**src/rtl/pmu_pkg.sv**
```systemverilog
package pmu_pkg;
    localparam int NCNT = 6;
    localparam int CODE_W = 8;

    typedef enum logic [1:0] {
        CM_OFF  = 2'd0,
        CM_INSN = 2'd1,
        CM_CYC  = 2'd2
    } cnt_mode_e;

    typedef enum logic {
        ST_QUIET = 1'b0,
        ST_ALERT = 1'b1
    } irq_state_e;

    // control register 0 bit positions
    localparam int B_FRZ_ALL    = 0;
    localparam int B_FRZ_14     = 1;
    localparam int B_FRZ_56     = 2;
    localparam int B_OVF_EN1    = 3;
    localparam int B_OVF_ENX    = 4;
    localparam int B_FRZ_EVT    = 5;
    localparam int B_ALERT_EN   = 6;
    localparam int B_ALERT_SEEN = 7;

    // event codes
    localparam logic [CODE_W-1:0] EV_INSN     = 8'h02;
    localparam logic [CODE_W-1:0] EV_INSN_C1  = 8'hFE;
    localparam logic [CODE_W-1:0] EV_INSN_RUN = 8'hFA;
    localparam logic [CODE_W-1:0] EV_CYC      = 8'h1E;
    localparam logic [CODE_W-1:0] EV_CYC_C1   = 8'hF0;
endpackage

```
**src/rtl/pmu_mode_decode.sv**
```systemverilog
module pmu_mode_decode
    import pmu_pkg::*;
#(
    parameter int W = 32
) (
    input  logic [W-1:0] ctl0_i,
    input  logic [W-1:0] ctl1_i,
    input  logic         run_i,
    output cnt_mode_e    mode_o [NCNT],
    output logic         ovf_en_o [NCNT]
);
    localparam int NSEL = 4;

    logic grp14_on;
    logic grp56_on;

    assign grp14_on = !ctl0_i[B_FRZ_ALL] && !ctl0_i[B_FRZ_14] && (ctl1_i != '0);
    assign grp56_on = !ctl0_i[B_FRZ_ALL] && !ctl0_i[B_FRZ_56];

    function automatic cnt_mode_e classify(input int idx,
                                           input logic [CODE_W-1:0] code,
                                           input logic run);
        cnt_mode_e m;
        m = CM_OFF;
        if (code == EV_INSN) begin
            m = CM_INSN;
        end else if (code == EV_CYC) begin
            m = CM_CYC;
        end else if (idx == 0 && code == EV_INSN_C1) begin
            m = CM_INSN;
        end else if (idx == 0 && code == EV_CYC_C1) begin
            m = CM_CYC;
        end else if (idx == 3 && code == EV_INSN_RUN && run) begin
            m = CM_INSN;
        end
        return m;
    endfunction

    for (genvar i = 0; i < NSEL; i++) begin : g_sel
        assign mode_o[i] = grp14_on ? classify(i, ctl1_i[CODE_W*i +: CODE_W], run_i)
                                    : CM_OFF;
    end

    assign mode_o[4] = grp56_on ? CM_INSN : CM_OFF;
    assign mode_o[5] = grp56_on ? CM_CYC  : CM_OFF;

    for (genvar i = 0; i < NCNT; i++) begin : g_ovf
        if (i == 0) begin : g_first
            assign ovf_en_o[i] = ctl0_i[B_OVF_EN1];
        end else begin : g_rest
            assign ovf_en_o[i] = ctl0_i[B_OVF_ENX];
        end
    end
endmodule

```
**src/rtl/pmu_counter_slice.sv**
```systemverilog
module pmu_counter_slice
    import pmu_pkg::*;
#(
    parameter int W     = 32,
    parameter int RET_W = 3
) (
    input  cnt_mode_e        mode_i,
    input  logic [W-1:0]     cur_i,
    input  logic [RET_W-1:0] ret_i,
    input  logic             ovf_en_i,
    output logic [W-1:0]     nxt_o,
    output logic             ovf_o
);
    localparam logic [W:0] THR = (W+1)'(1) << (W-1);

    logic [W:0] inc;
    logic [W:0] sum;
    logic       active;

    always_comb begin
        unique case (mode_i)
            CM_INSN: inc = (W+1)'(ret_i);
            CM_CYC:  inc = (W+1)'(1);
            default: inc = '0;
        endcase
        active = (mode_i == CM_CYC) || (mode_i == CM_INSN && ret_i != '0);
        sum    = {1'b0, cur_i} + inc;
        ovf_o  = active && ovf_en_i && (sum >= THR);
        if (ovf_o) begin
            nxt_o = THR[W-1:0];
        end else if (active) begin
            nxt_o = sum[W-1:0];
        end else begin
            nxt_o = cur_i;
        end
    end
endmodule

```
**src/rtl/pmu_counter_bank.sv**
```systemverilog
module pmu_counter_bank
    import pmu_pkg::*;
#(
    parameter int W     = 32,
    parameter int RET_W = 3
) (
    input  logic             clk_i,
    input  logic             rst_ni,
    input  logic             reg_we_i,
    input  logic [2:0]       reg_addr_i,
    input  logic [W-1:0]     reg_wdata_i,
    output logic [W-1:0]     reg_rdata_o,
    input  logic [RET_W-1:0] ret_cnt_i,
    input  logic             run_i,
    output logic             irq_o
);
    localparam int AW = 3;
    localparam logic [AW-1:0] A_CTL0 = AW'(NCNT);
    localparam logic [AW-1:0] A_CTL1 = AW'(NCNT + 1);
    localparam logic [W-1:0]  THR    = W'(1) << (W-1);

    logic [W-1:0] cnt_q   [NCNT];
    logic [W-1:0] cnt_nxt [NCNT];
    logic         ovf_w   [NCNT];
    cnt_mode_e    mode_w  [NCNT];
    logic         ovf_en_w[NCNT];
    logic [W-1:0] ctl0_q, ctl0_d;
    logic [W-1:0] ctl1_q;
    logic         ovf_any;
    logic         ctl0_wr;
    irq_state_e   state_q, state_d;

    pmu_mode_decode #(.W(W)) i_decode (
        .ctl0_i  (ctl0_q),
        .ctl1_i  (ctl1_q),
        .run_i   (run_i),
        .mode_o  (mode_w),
        .ovf_en_o(ovf_en_w)
    );

    for (genvar i = 0; i < NCNT; i++) begin : g_cnt
        pmu_counter_slice #(.W(W), .RET_W(RET_W)) i_slice (
            .mode_i  (mode_w[i]),
            .cur_i   (cnt_q[i]),
            .ret_i   (ret_cnt_i),
            .ovf_en_i(ovf_en_w[i]),
            .nxt_o   (cnt_nxt[i]),
            .ovf_o   (ovf_w[i])
        );

        always_ff @(posedge clk_i) begin
            if (!rst_ni) begin
                cnt_q[i] <= '0;
            end else if (reg_we_i && reg_addr_i == AW'(i)) begin
                cnt_q[i] <= reg_wdata_i;
            end else begin
                cnt_q[i] <= cnt_nxt[i];
            end
        end

        AST_FROZEN_STILL: assert property (@(posedge clk_i) disable iff (!rst_ni)
            (ctl0_q[B_FRZ_ALL] && !(reg_we_i && reg_addr_i == AW'(i)))
            |=> cnt_q[i] == $past(cnt_q[i]));

        AST_CLAMP_EXACT: assert property (@(posedge clk_i) disable iff (!rst_ni)
            (ovf_w[i] && !(reg_we_i && reg_addr_i == AW'(i)))
            |=> cnt_q[i] == THR);

        if (i < 4) begin : g_grp
            AST_GROUP_HELD: assert property (@(posedge clk_i) disable iff (!rst_ni)
                (ctl0_q[B_FRZ_14] && !(reg_we_i && reg_addr_i == AW'(i)))
                |=> $stable(cnt_q[i]));
        end
    end

    always_comb begin
        ovf_any = 1'b0;
        for (int i = 0; i < NCNT; i++) begin
            ovf_any = ovf_any | ovf_w[i];
        end
    end

    assign ctl0_wr = reg_we_i && reg_addr_i == A_CTL0;

    always_comb begin
        ctl0_d = ctl0_q;
        if (ovf_any) begin
            if (ctl0_q[B_FRZ_EVT]) begin
                ctl0_d[B_FRZ_EVT] = 1'b0;
                ctl0_d[B_FRZ_ALL] = 1'b1;
            end
            if (ctl0_q[B_ALERT_EN]) begin
                ctl0_d[B_ALERT_EN]   = 1'b0;
                ctl0_d[B_ALERT_SEEN] = 1'b1;
            end
        end
        if (ctl0_wr) begin
            ctl0_d = reg_wdata_i;
        end
    end

    always_ff @(posedge clk_i) begin
        if (!rst_ni) begin
            ctl0_q <= '0;
            ctl1_q <= '0;
        end else begin
            ctl0_q <= ctl0_d;
            if (reg_we_i && reg_addr_i == A_CTL1) begin
                ctl1_q <= reg_wdata_i;
            end
        end
    end

    AST_EVT_FREEZES: assert property (@(posedge clk_i) disable iff (!rst_ni)
        (ovf_any && ctl0_q[B_FRZ_EVT] && !ctl0_wr)
        |=> (ctl0_q[B_FRZ_ALL] && !ctl0_q[B_FRZ_EVT]));

    AST_ALERT_LATCH: assert property (@(posedge clk_i) disable iff (!rst_ni)
        (ovf_any && ctl0_q[B_ALERT_EN] && !ctl0_wr)
        |=> (ctl0_q[B_ALERT_SEEN] && !ctl0_q[B_ALERT_EN]));

    // request state machine: state register
    always_comb begin
        state_d = state_q;
        unique case (state_q)
            ST_QUIET: state_d = ovf_any ? ST_ALERT : ST_QUIET;
            ST_ALERT: state_d = ovf_any ? ST_ALERT : ST_QUIET;
            default:  state_d = ST_QUIET;
        endcase
    end

    always_ff @(posedge clk_i) begin
        if (!rst_ni) begin
            state_q <= ST_QUIET;
        end else begin
            state_q <= state_d;
        end
    end

    // request state machine: outputs
    always_comb begin
        irq_o = (state_q == ST_ALERT);
    end

    AST_IRQ_FOLLOWS: assert property (@(posedge clk_i) disable iff (!rst_ni)
        ovf_any |=> irq_o);

    AST_IRQ_CAUSED: assert property (@(posedge clk_i) disable iff (!rst_ni)
        !ovf_any |=> !irq_o);

    always_comb begin
        unique case (reg_addr_i)
            A_CTL0:  reg_rdata_o = ctl0_q;
            A_CTL1:  reg_rdata_o = ctl1_q;
            default: reg_rdata_o = cnt_q[reg_addr_i];
        endcase
    end
endmodule

```
**config.mk**
```make
export PLATFORM = sky130hd
export DESIGN_NAME = pmu_counter_bank
export DESIGN_NICKNAME = d
export VERILOG_FILES = /design/src/rtl/pmu_pkg.sv /design/src/rtl/pmu_mode_decode.sv /design/src/rtl/pmu_counter_slice.sv /design/src/rtl/pmu_counter_bank.sv
export SDC_FILE = /design/constraint.sdc
export NUM_CORES = 1
export LEC_CHECK = 0
export BUFFER_PORTS_ARGS = -buffer_cell sky130_fd_sc_hd__buf_2
export CAP_MARGIN = 10
export CORE_UTILIZATION = 58
export CTS_BUF_LIST = sky130_fd_sc_hd__clkbuf_4 sky130_fd_sc_hd__clkbuf_8
export CTS_CLUSTER_DIAMETER = 120
export DETAILED_ROUTE_END_ITERATION = 8
export PLACE_DENSITY = 0.86
export REMOVE_ABC_BUFFERS = 1
export SLEW_MARGIN = 20
export SYNTH_ARGS = -nofsm -noshare
export SYNTH_HDL_FRONTEND = slang
export SYNTH_SLANG_ARGS = --single-unit
```
**constraint.sdc**
```tcl
create_clock -name clk_i -period 5.03 [get_ports clk_i]
set_input_delay 1.006 -clock clk_i [delete_from_list [all_inputs] [get_ports clk_i]]
set_output_delay 1.006 -clock clk_i [all_outputs]
set_load 0.01 [all_outputs]
```
==> results of run 1 <==
final timing paths:
path	start	to	slack, ns	cells past startpoint
max	ctl1_q[22]	ctl0_q[0]	0.06	16
min	ctl0_q[29]	ctl0_q[29]	0.46	2
max reg2reg	ctl1_q[22]	ctl0_q[0]	0.06	16
min reg2reg	ctl0_q[29]	ctl0_q[29]	0.46	2
power breakdown:
part / total, mW / switching, mW / internal (mW)
combinational: 0.731 / 0.421 / 0.311
clock: 2.07 / 0.921 / 1.15
sequential: 2.67 / 0.207 / 2.46
total: 5.47 / 1.55 / 3.92
what timing repair did:
item                                    4_1_cts  5_1_grt
resized for setup                             2       14
endpoints found under the setup margin       36      129
cloned                                        0        1
pin swaps                                     1        4
setup buffers                                 1        2
flip-flops by register name, indices dropped and copies added (netlist names):
name    flops
cnt_q     192
ctl0_q     32
irq_o       1
ctl1_q     32
through the flow:
step	util [%]	setup WS, ns	std cells
floorplan	-	0.04116	1664
global placement	61.21	0.1304	2163
detailed placement	61.21	0.01477	2163
CTS	64.54	0.002972	2242
global route	64.89	-0.06004	2244
finish	64.89	0.06491	2244
cell usage after synthesis, drive strengths merged, types with 3 or more instances:
| master | count | area share (%) |
|---|---|---|
| clkdlybuf4s25 | 20 | 1.2 |
| nor2 | 80 | 1.8 |
| ha | 25 | 1.8 |
| and3 | 29 | 1.1 |
| and2 | 22 | 0.81 |
| dlygate4sd1 | 3 | 0.15 |
| and4bb | 3 | 0.22 |
| clkbuf | 73 | 1.7 |
| buf | 14 | 0.67 |
| inv | 48 | 1.1 |
| fa | 5 | 0.59 |
| nand2b | 6 | 0.22 |
| nor4 | 12 | 0.57 |
| dfxtp | 65 | 7.7 |
| a31oi | 5 | 0.18 |
| mux2i | 3 | 0.18 |
| nor2b | 3 | 0.11 |
| o211ai | 3 | 0.13 |
| nand3 | 68 | 2.0 |
| edfxtp | 192 | 34 |
| mux2 | 32 | 2.1 |
| nand2 | 392 | 8.7 |
| nor3 | 17 | 0.50 |
| xor2 | 101 | 5.2 |
| xnor2 | 79 | 4.1 |
| nand4 | 45 | 1.7 |
| or3 | 4 | 0.15 |
| and4 | 28 | 1.5 |
| mux4 | 64 | 8.5 |
| or2 | 13 | 0.49 |
| a21o | 7 | 0.31 |
| o21ai | 200 | 6.6 |
| or4 | 4 | 0.20 |
| a21oi | 79 | 2.3 |
kinds of logic (layout without fill, tap and decap cells):
family,count (synthesis),count (layout)
AND/OR/NAND/NOR,738,738
AO/OA/AOI/OAI,312,312
flip-flops,257,257
XOR/XNOR,180,180
buffers and inverters,158,244
multiplexers,99,99
adder cells (fa/ha/maj),30,30
worst max-delay path, cell delays in order (launching register included):
cell and delay, ns:
dfxtp_1 0.34, or3_4 0.38, or4_4 0.46, o31ai_4 0.27, buf_4 0.16, nor2_1 0.05, and2_1 0.17, ha_1 0.24
and2_1 0.17, ha_1 0.35, nand3_1 0.18, a2111o_1 0.50, nor4_1 0.33, a211o_1 0.24, o21ai_1 0.13, nor4b_4 0.61
o21ai_0 0.19
per-layer routing:
| layer | GRT usage [%] | share of wire, % | vias up | routed length (um) |
|---|---|---|---|---|
| met5 | 0 | 0 | - | 0 |
| met4 | 18.03 | 5.9 | 0 | 3057 |
| met3 | 6.420 | 14 | 233 | 7194 |
| met2 | 54.86 | 46 | 1160 | 23800 |
| met1 | 46.45 | 35 | 6966 | 18170 |
| li1 | - | - | 6452 | - |
cell type report:
class                           count  area share, %
Sequential cell                   257          37.84
Multi-Input combinational cell   1359          49.39
Timing Repair Buffer              118          4.194
Clock buffer                       65          4.388
Tap cell                          384          2.573
Clock inverter                     13         0.6499
Inverter                           48         0.9648
==> results.sh, run 1 <==
export IMPL_outcome="completed"
export IMPL_ioPinCount=75
export IMPL_synth_flop_cell="edfxtp_1"
export IMPL_final_cell_mix="390 x nand2_1, 192 x edfxtp_1, 166 x o21ai_0, 101 x xor2_1"
export IMPL_via_count=14810
export IMPL_routedWlPerCell_um=23.27
export IMPL_core_um2=28780
export IMPL_grt_pass1_wl_um=80780
export IMPL_diodes=0
export IMPL_final_fill_count=2114
export IMPL_syn2layout_area_growth_pct=9.863
export IMPL_die_area_um2=30000
export IMPL_hpwlAfterDp_um=37230
export IMPL_cts_hold_buf=0
export IMPL_synth_top_family_by_area="simple AND/OR/NAND/NOR gates"
export IMPL_finalSetupViolCount=0
export IMPL_p_leak_nw=6.501
export IMPL_htreeDepth=2
export IMPL_start_util_pct=59.06
export IMPL_path_class="flip-flop to flip-flop"
export IMPL_power_mw=5.469
export IMPL_tritoncts="built"
export IMPL_finalCritPeriodShare_pct=98.71
export IMPL_portBuffers=74
export IMPL_path_max_fanout=5
export IMPL_synth_edf_count=192
export IMPL_muxShareOfSynthArea_pct=10.80
export IMPL_period_needed_ns=4.965
export IMPL_multi_input_area_um2=9224
export IMPL_die_w_um=173.2
export IMPL_yosysUniqueCellTypes=74
export IMPL_required_ns=5.47
export IMPL_drv_cap=0
export IMPL_clockBufferDepth=3
export IMPL_vias_per_cell=6.600
export IMPL_synthSimpleGateAreaFrac_pct=20.64
export IMPL_powerDensity_nw_per_um2=292.8
export IMPL_ys_ff_latch=257
export IMPL_initialDrtViolationCount=2176
export IMPL_start_kind="flip-flop"
export IMPL_path_clk_slew_ns=0.07
export IMPL_finalClockSkew_ns=0.05482
export IMPL_cts_sinks=257
export IMPL_synth_xor_area_share_pct=9.274
export IMPL_dr_pass1_iters=6
export IMPL_drive_gt1_share_pct=20.00
export IMPL_layout_commonest_cell="nand2_1"
export IMPL_wl_um=52220
export IMPL_max_freq_ghz=0.2014
export IMPL_worstMarginPinSlew_ns=0.9220
export IMPL_timing_slew_headroom_pct=38.53
export IMPL_placed_cell_area_um2=17620
export IMPL_synthesis_area_um2=17000
export IMPL_hold_viol_final=0
export IMPL_yosysSeqAreaShare_pct=41.57
export IMPL_first_global_vias=14030
export IMPL_cts_buffers=44
export IMPL_hold_path_class="flip-flop to flip-flop"
export IMPL_whs_ns=0.4595
export IMPL_grtUsageTotal_pct=34.93
export IMPL_design_area_um2=18680
export IMPL_antenna_found_initial=0
export IMPL_route_detailed_drc=0
export IMPL_peakVddDrop_uv=163.5
export IMPL_ctsRootBufferMaster="clkbuf_8"
export IMPL_register_area_um2=7067
export IMPL_grt_ovfl_total=0
export IMPL_arrival_ns=5.40
export IMPL_die_h_um=173.2
export IMPL_synthCells=1774
export IMPL_final_setup_tns_ns=0
export IMPL_endpoint_kind="flip-flop"
export IMPL_gp_congestion=0.9619
export IMPL_row_count=62
export IMPL_nNetsFinal=1900
export IMPL_synth_compound_area_share_pct=10.53
export IMPL_clock_latency_ns=0.61
export IMPL_postRouteAntennaNets=0
export IMPL_synth_async_sr_flop_share_pct=0
export IMPL_ys_warn_count=0
export IMPL_grt_max_degree=44
export IMPL_synth_fa_ha_area_share_pct=2.429
export IMPL_syn_area_per_cell_um2=9.582
export IMPL_finalMaxSlewViolations=0
No activity file was read; power rests on OpenSTA's default activity.
==> run 2, diff against run 1 <==
--- a/config.mk
+++ b/config.mk
@@ -7,7 +7,9 @@
 export LEC_CHECK = 0
 export BUFFER_PORTS_ARGS = -buffer_cell sky130_fd_sc_hd__buf_2
 export CAP_MARGIN = 10
-export CORE_UTILIZATION = 58
+export CELL_PAD_IN_SITES_DETAIL_PLACEMENT = 0
+export CELL_PAD_IN_SITES_GLOBAL_PLACEMENT = 1
+export CORE_UTILIZATION = 46
 export CTS_BUF_LIST = sky130_fd_sc_hd__clkbuf_4 sky130_fd_sc_hd__clkbuf_8
 export CTS_CLUSTER_DIAMETER = 120
 export DETAILED_ROUTE_END_ITERATION = 8
==> results.sh, run 2 (same netlist as run 1, synthesis figures left out) <==
export IMPL_outcome="completed"
export IMPL_tritoncts="built"
export IMPL_grt_util_met3_pct=4.505
export IMPL_arrival_ns=5.28
export IMPL_die_w_um=194.2
export IMPL_syn2layout_area_growth_pct=10.90
export IMPL_grt_use_met2_pct=46.43
export IMPL_nNetsFinal=1911
export IMPL_period_needed_ns=4.839
export IMPL_cts_hold_buf=0
export IMPL_final_cell_mix="391 x nand2_1, 192 x edfxtp_1, 166 x o21ai_0, 101 x xor2_1"
export IMPL_timing_slew_headroom_pct=29.75
export IMPL_core_um2=36520
export IMPL_drv_cap=0
export IMPL_hold_path_class="flip-flop to flip-flop"
export IMPL_place_inst=2256
export IMPL_final_core_util_pct=51.62
export IMPL_whs_ns=0.4526
export IMPL_cts_sinks=257
export IMPL_finalCritPeriodShare_pct=96.20
export IMPL_postRouteAntennaNets=0
export IMPL_route_detailed_drc=0
export IMPL_required_ns=5.47
export IMPL_die_area_um2=37730
export IMPL_via_count=14360
export IMPL_top_regs="cnt_q x192, ctl0_q x32, ctl1_q x32"
export IMPL_top_usage_layer="met2"
export IMPL_portBuffers=74
export IMPL_finalClockSkew_ns=0.02891
export IMPL_hpwlAfterDp_um=39450
export IMPL_clock_latency_ns=0.61
export IMPL_p_leak_nw=6.530
export IMPL_met1_usage_pct=38.51
export IMPL_grt_ovfl_total=0
export IMPL_antenna_found_initial=0
export IMPL_final_cells=2346
export IMPL_endpoint_kind="flip-flop"
export IMPL_ctsRootBufferMaster="clkbuf_8"
export IMPL_dr_pass1_iters=5
export IMPL_initialDrtViolationCount=1586
export IMPL_worstMarginPinSlew_ns=1.053
export IMPL_path_class="flip-flop to flip-flop"
export IMPL_gp_congestion=0.9081
export IMPL_first_global_vias=13910
export IMPL_top_register="cnt_q"
export IMPL_row_count=70
export IMPL_hold_viol_final=0
export IMPL_vias_per_cell=6.122
export IMPL_path_clk_slew_ns=0.07
export IMPL_wl_um=54760
export IMPL_final_setup_tns_ns=0
export IMPL_grtUsageTotal_pct=28.74
export IMPL_powerDensity_nw_per_um2=290.4
export IMPL_largest_reg_flops=192
export IMPL_power_mw=5.474
export IMPL_start_kind="flip-flop"
export IMPL_layout_commonest_cell="nand2_1"
export IMPL_path_max_fanout=5
export IMPL_htreeDepth=2
export IMPL_drive_gt1_share_pct=20.25
export IMPL_peakVddDrop_uv=183.4
export IMPL_clockBufferDepth=3
export IMPL_start_util_pct=46.54
export IMPL_die_h_um=194.2
export IMPL_finalSetupViolCount=0
export IMPL_max_freq_ghz=0.2067
export IMPL_grt_max_degree=44
export IMPL_cts_buffers=46
export IMPL_finalMaxSlewViolations=0
export IMPL_routedWlPerCell_um=23.34
export IMPL_ioPinCount=75
export IMPL_reg2reg_setup_slack_ns=0.19
export IMPL_grt_pass1_wl_um=83040
run 2: where the power goes:
part           total (mW)  internal [mW]  switching (mW)  leakage (nW)
combinational       0.738          0.314           0.425          3.43
clock                2.07           1.11           0.957         0.496
sequential           2.67           2.46           0.206          2.61
run 2: worst paths after layout:
check,start,endpoint,depth (start not counted)
worst min-delay path,ctl0_q[11],ctl0_q[11],2
worst max-delay path,ctl1_q[5],ctl0_q[0],19
worst max register to register,ctl1_q[5],ctl0_q[0],19
worst min register to register,ctl0_q[11],ctl0_q[11],2
run 2: layout make-up:
cell class,count,area [um2]
Multi-Input combinational cell,1359,9203
Antenna cell,1,2.502
Inverter,48,180.2
Timing Repair Buffer,127,858.3
Clock inverter,22,127.6
Fill cell,3246,17670
Sequential cell,257,7071
Tap cell,468,585.6
Clock buffer,64,824.5
run 2: through the flow:
stage / setup WS, ns / instance area, um2
4_1_cts: 0.01828 / 18750
3_3_place_gp: 0.1413 / 17790
3_5_place_dp: 0.04664 / 17790
2_1_floorplan: 0.04116 / 16370
5_1_grt: -0.02007 / 18850
6_report: 0.1912 / 18850
run 2: routing by layer:
layer | wire [um] | part of all wire [%]
met5 | 0 | 0
met4 | 2232 | 4.1
met2 | 25560 | 47
met1 | 21820 | 40
met3 | 5147 | 9.4
run 2: what timing repair did:
item | CTS | global route
setup endpoints to repair | 1 | 63
pin swaps | 0 | 5
gates cloned | 0 | 1
resized for setup | 1 | 15
setup buffers | 0 | 2
run 2: critical path: stages (launching register included):
cell and delay [ns]:
dfxtp_1 0.33, or3_4 0.40, nor4_2 0.15, buf_4 0.17, nand2_1 0.06, o31ai_2 0.28, or3b_4 0.19, nor2_1 0.06
ha_1 0.21, buf_4 0.14, and2_1 0.16, ha_1 0.33, nand3_1 0.16, and2_1 0.26, nor4_4 0.39, o2111a_1 0.26
a211oi_2 0.08, buf_4 0.15, nor4b_2 0.68, o21ai_0 0.22
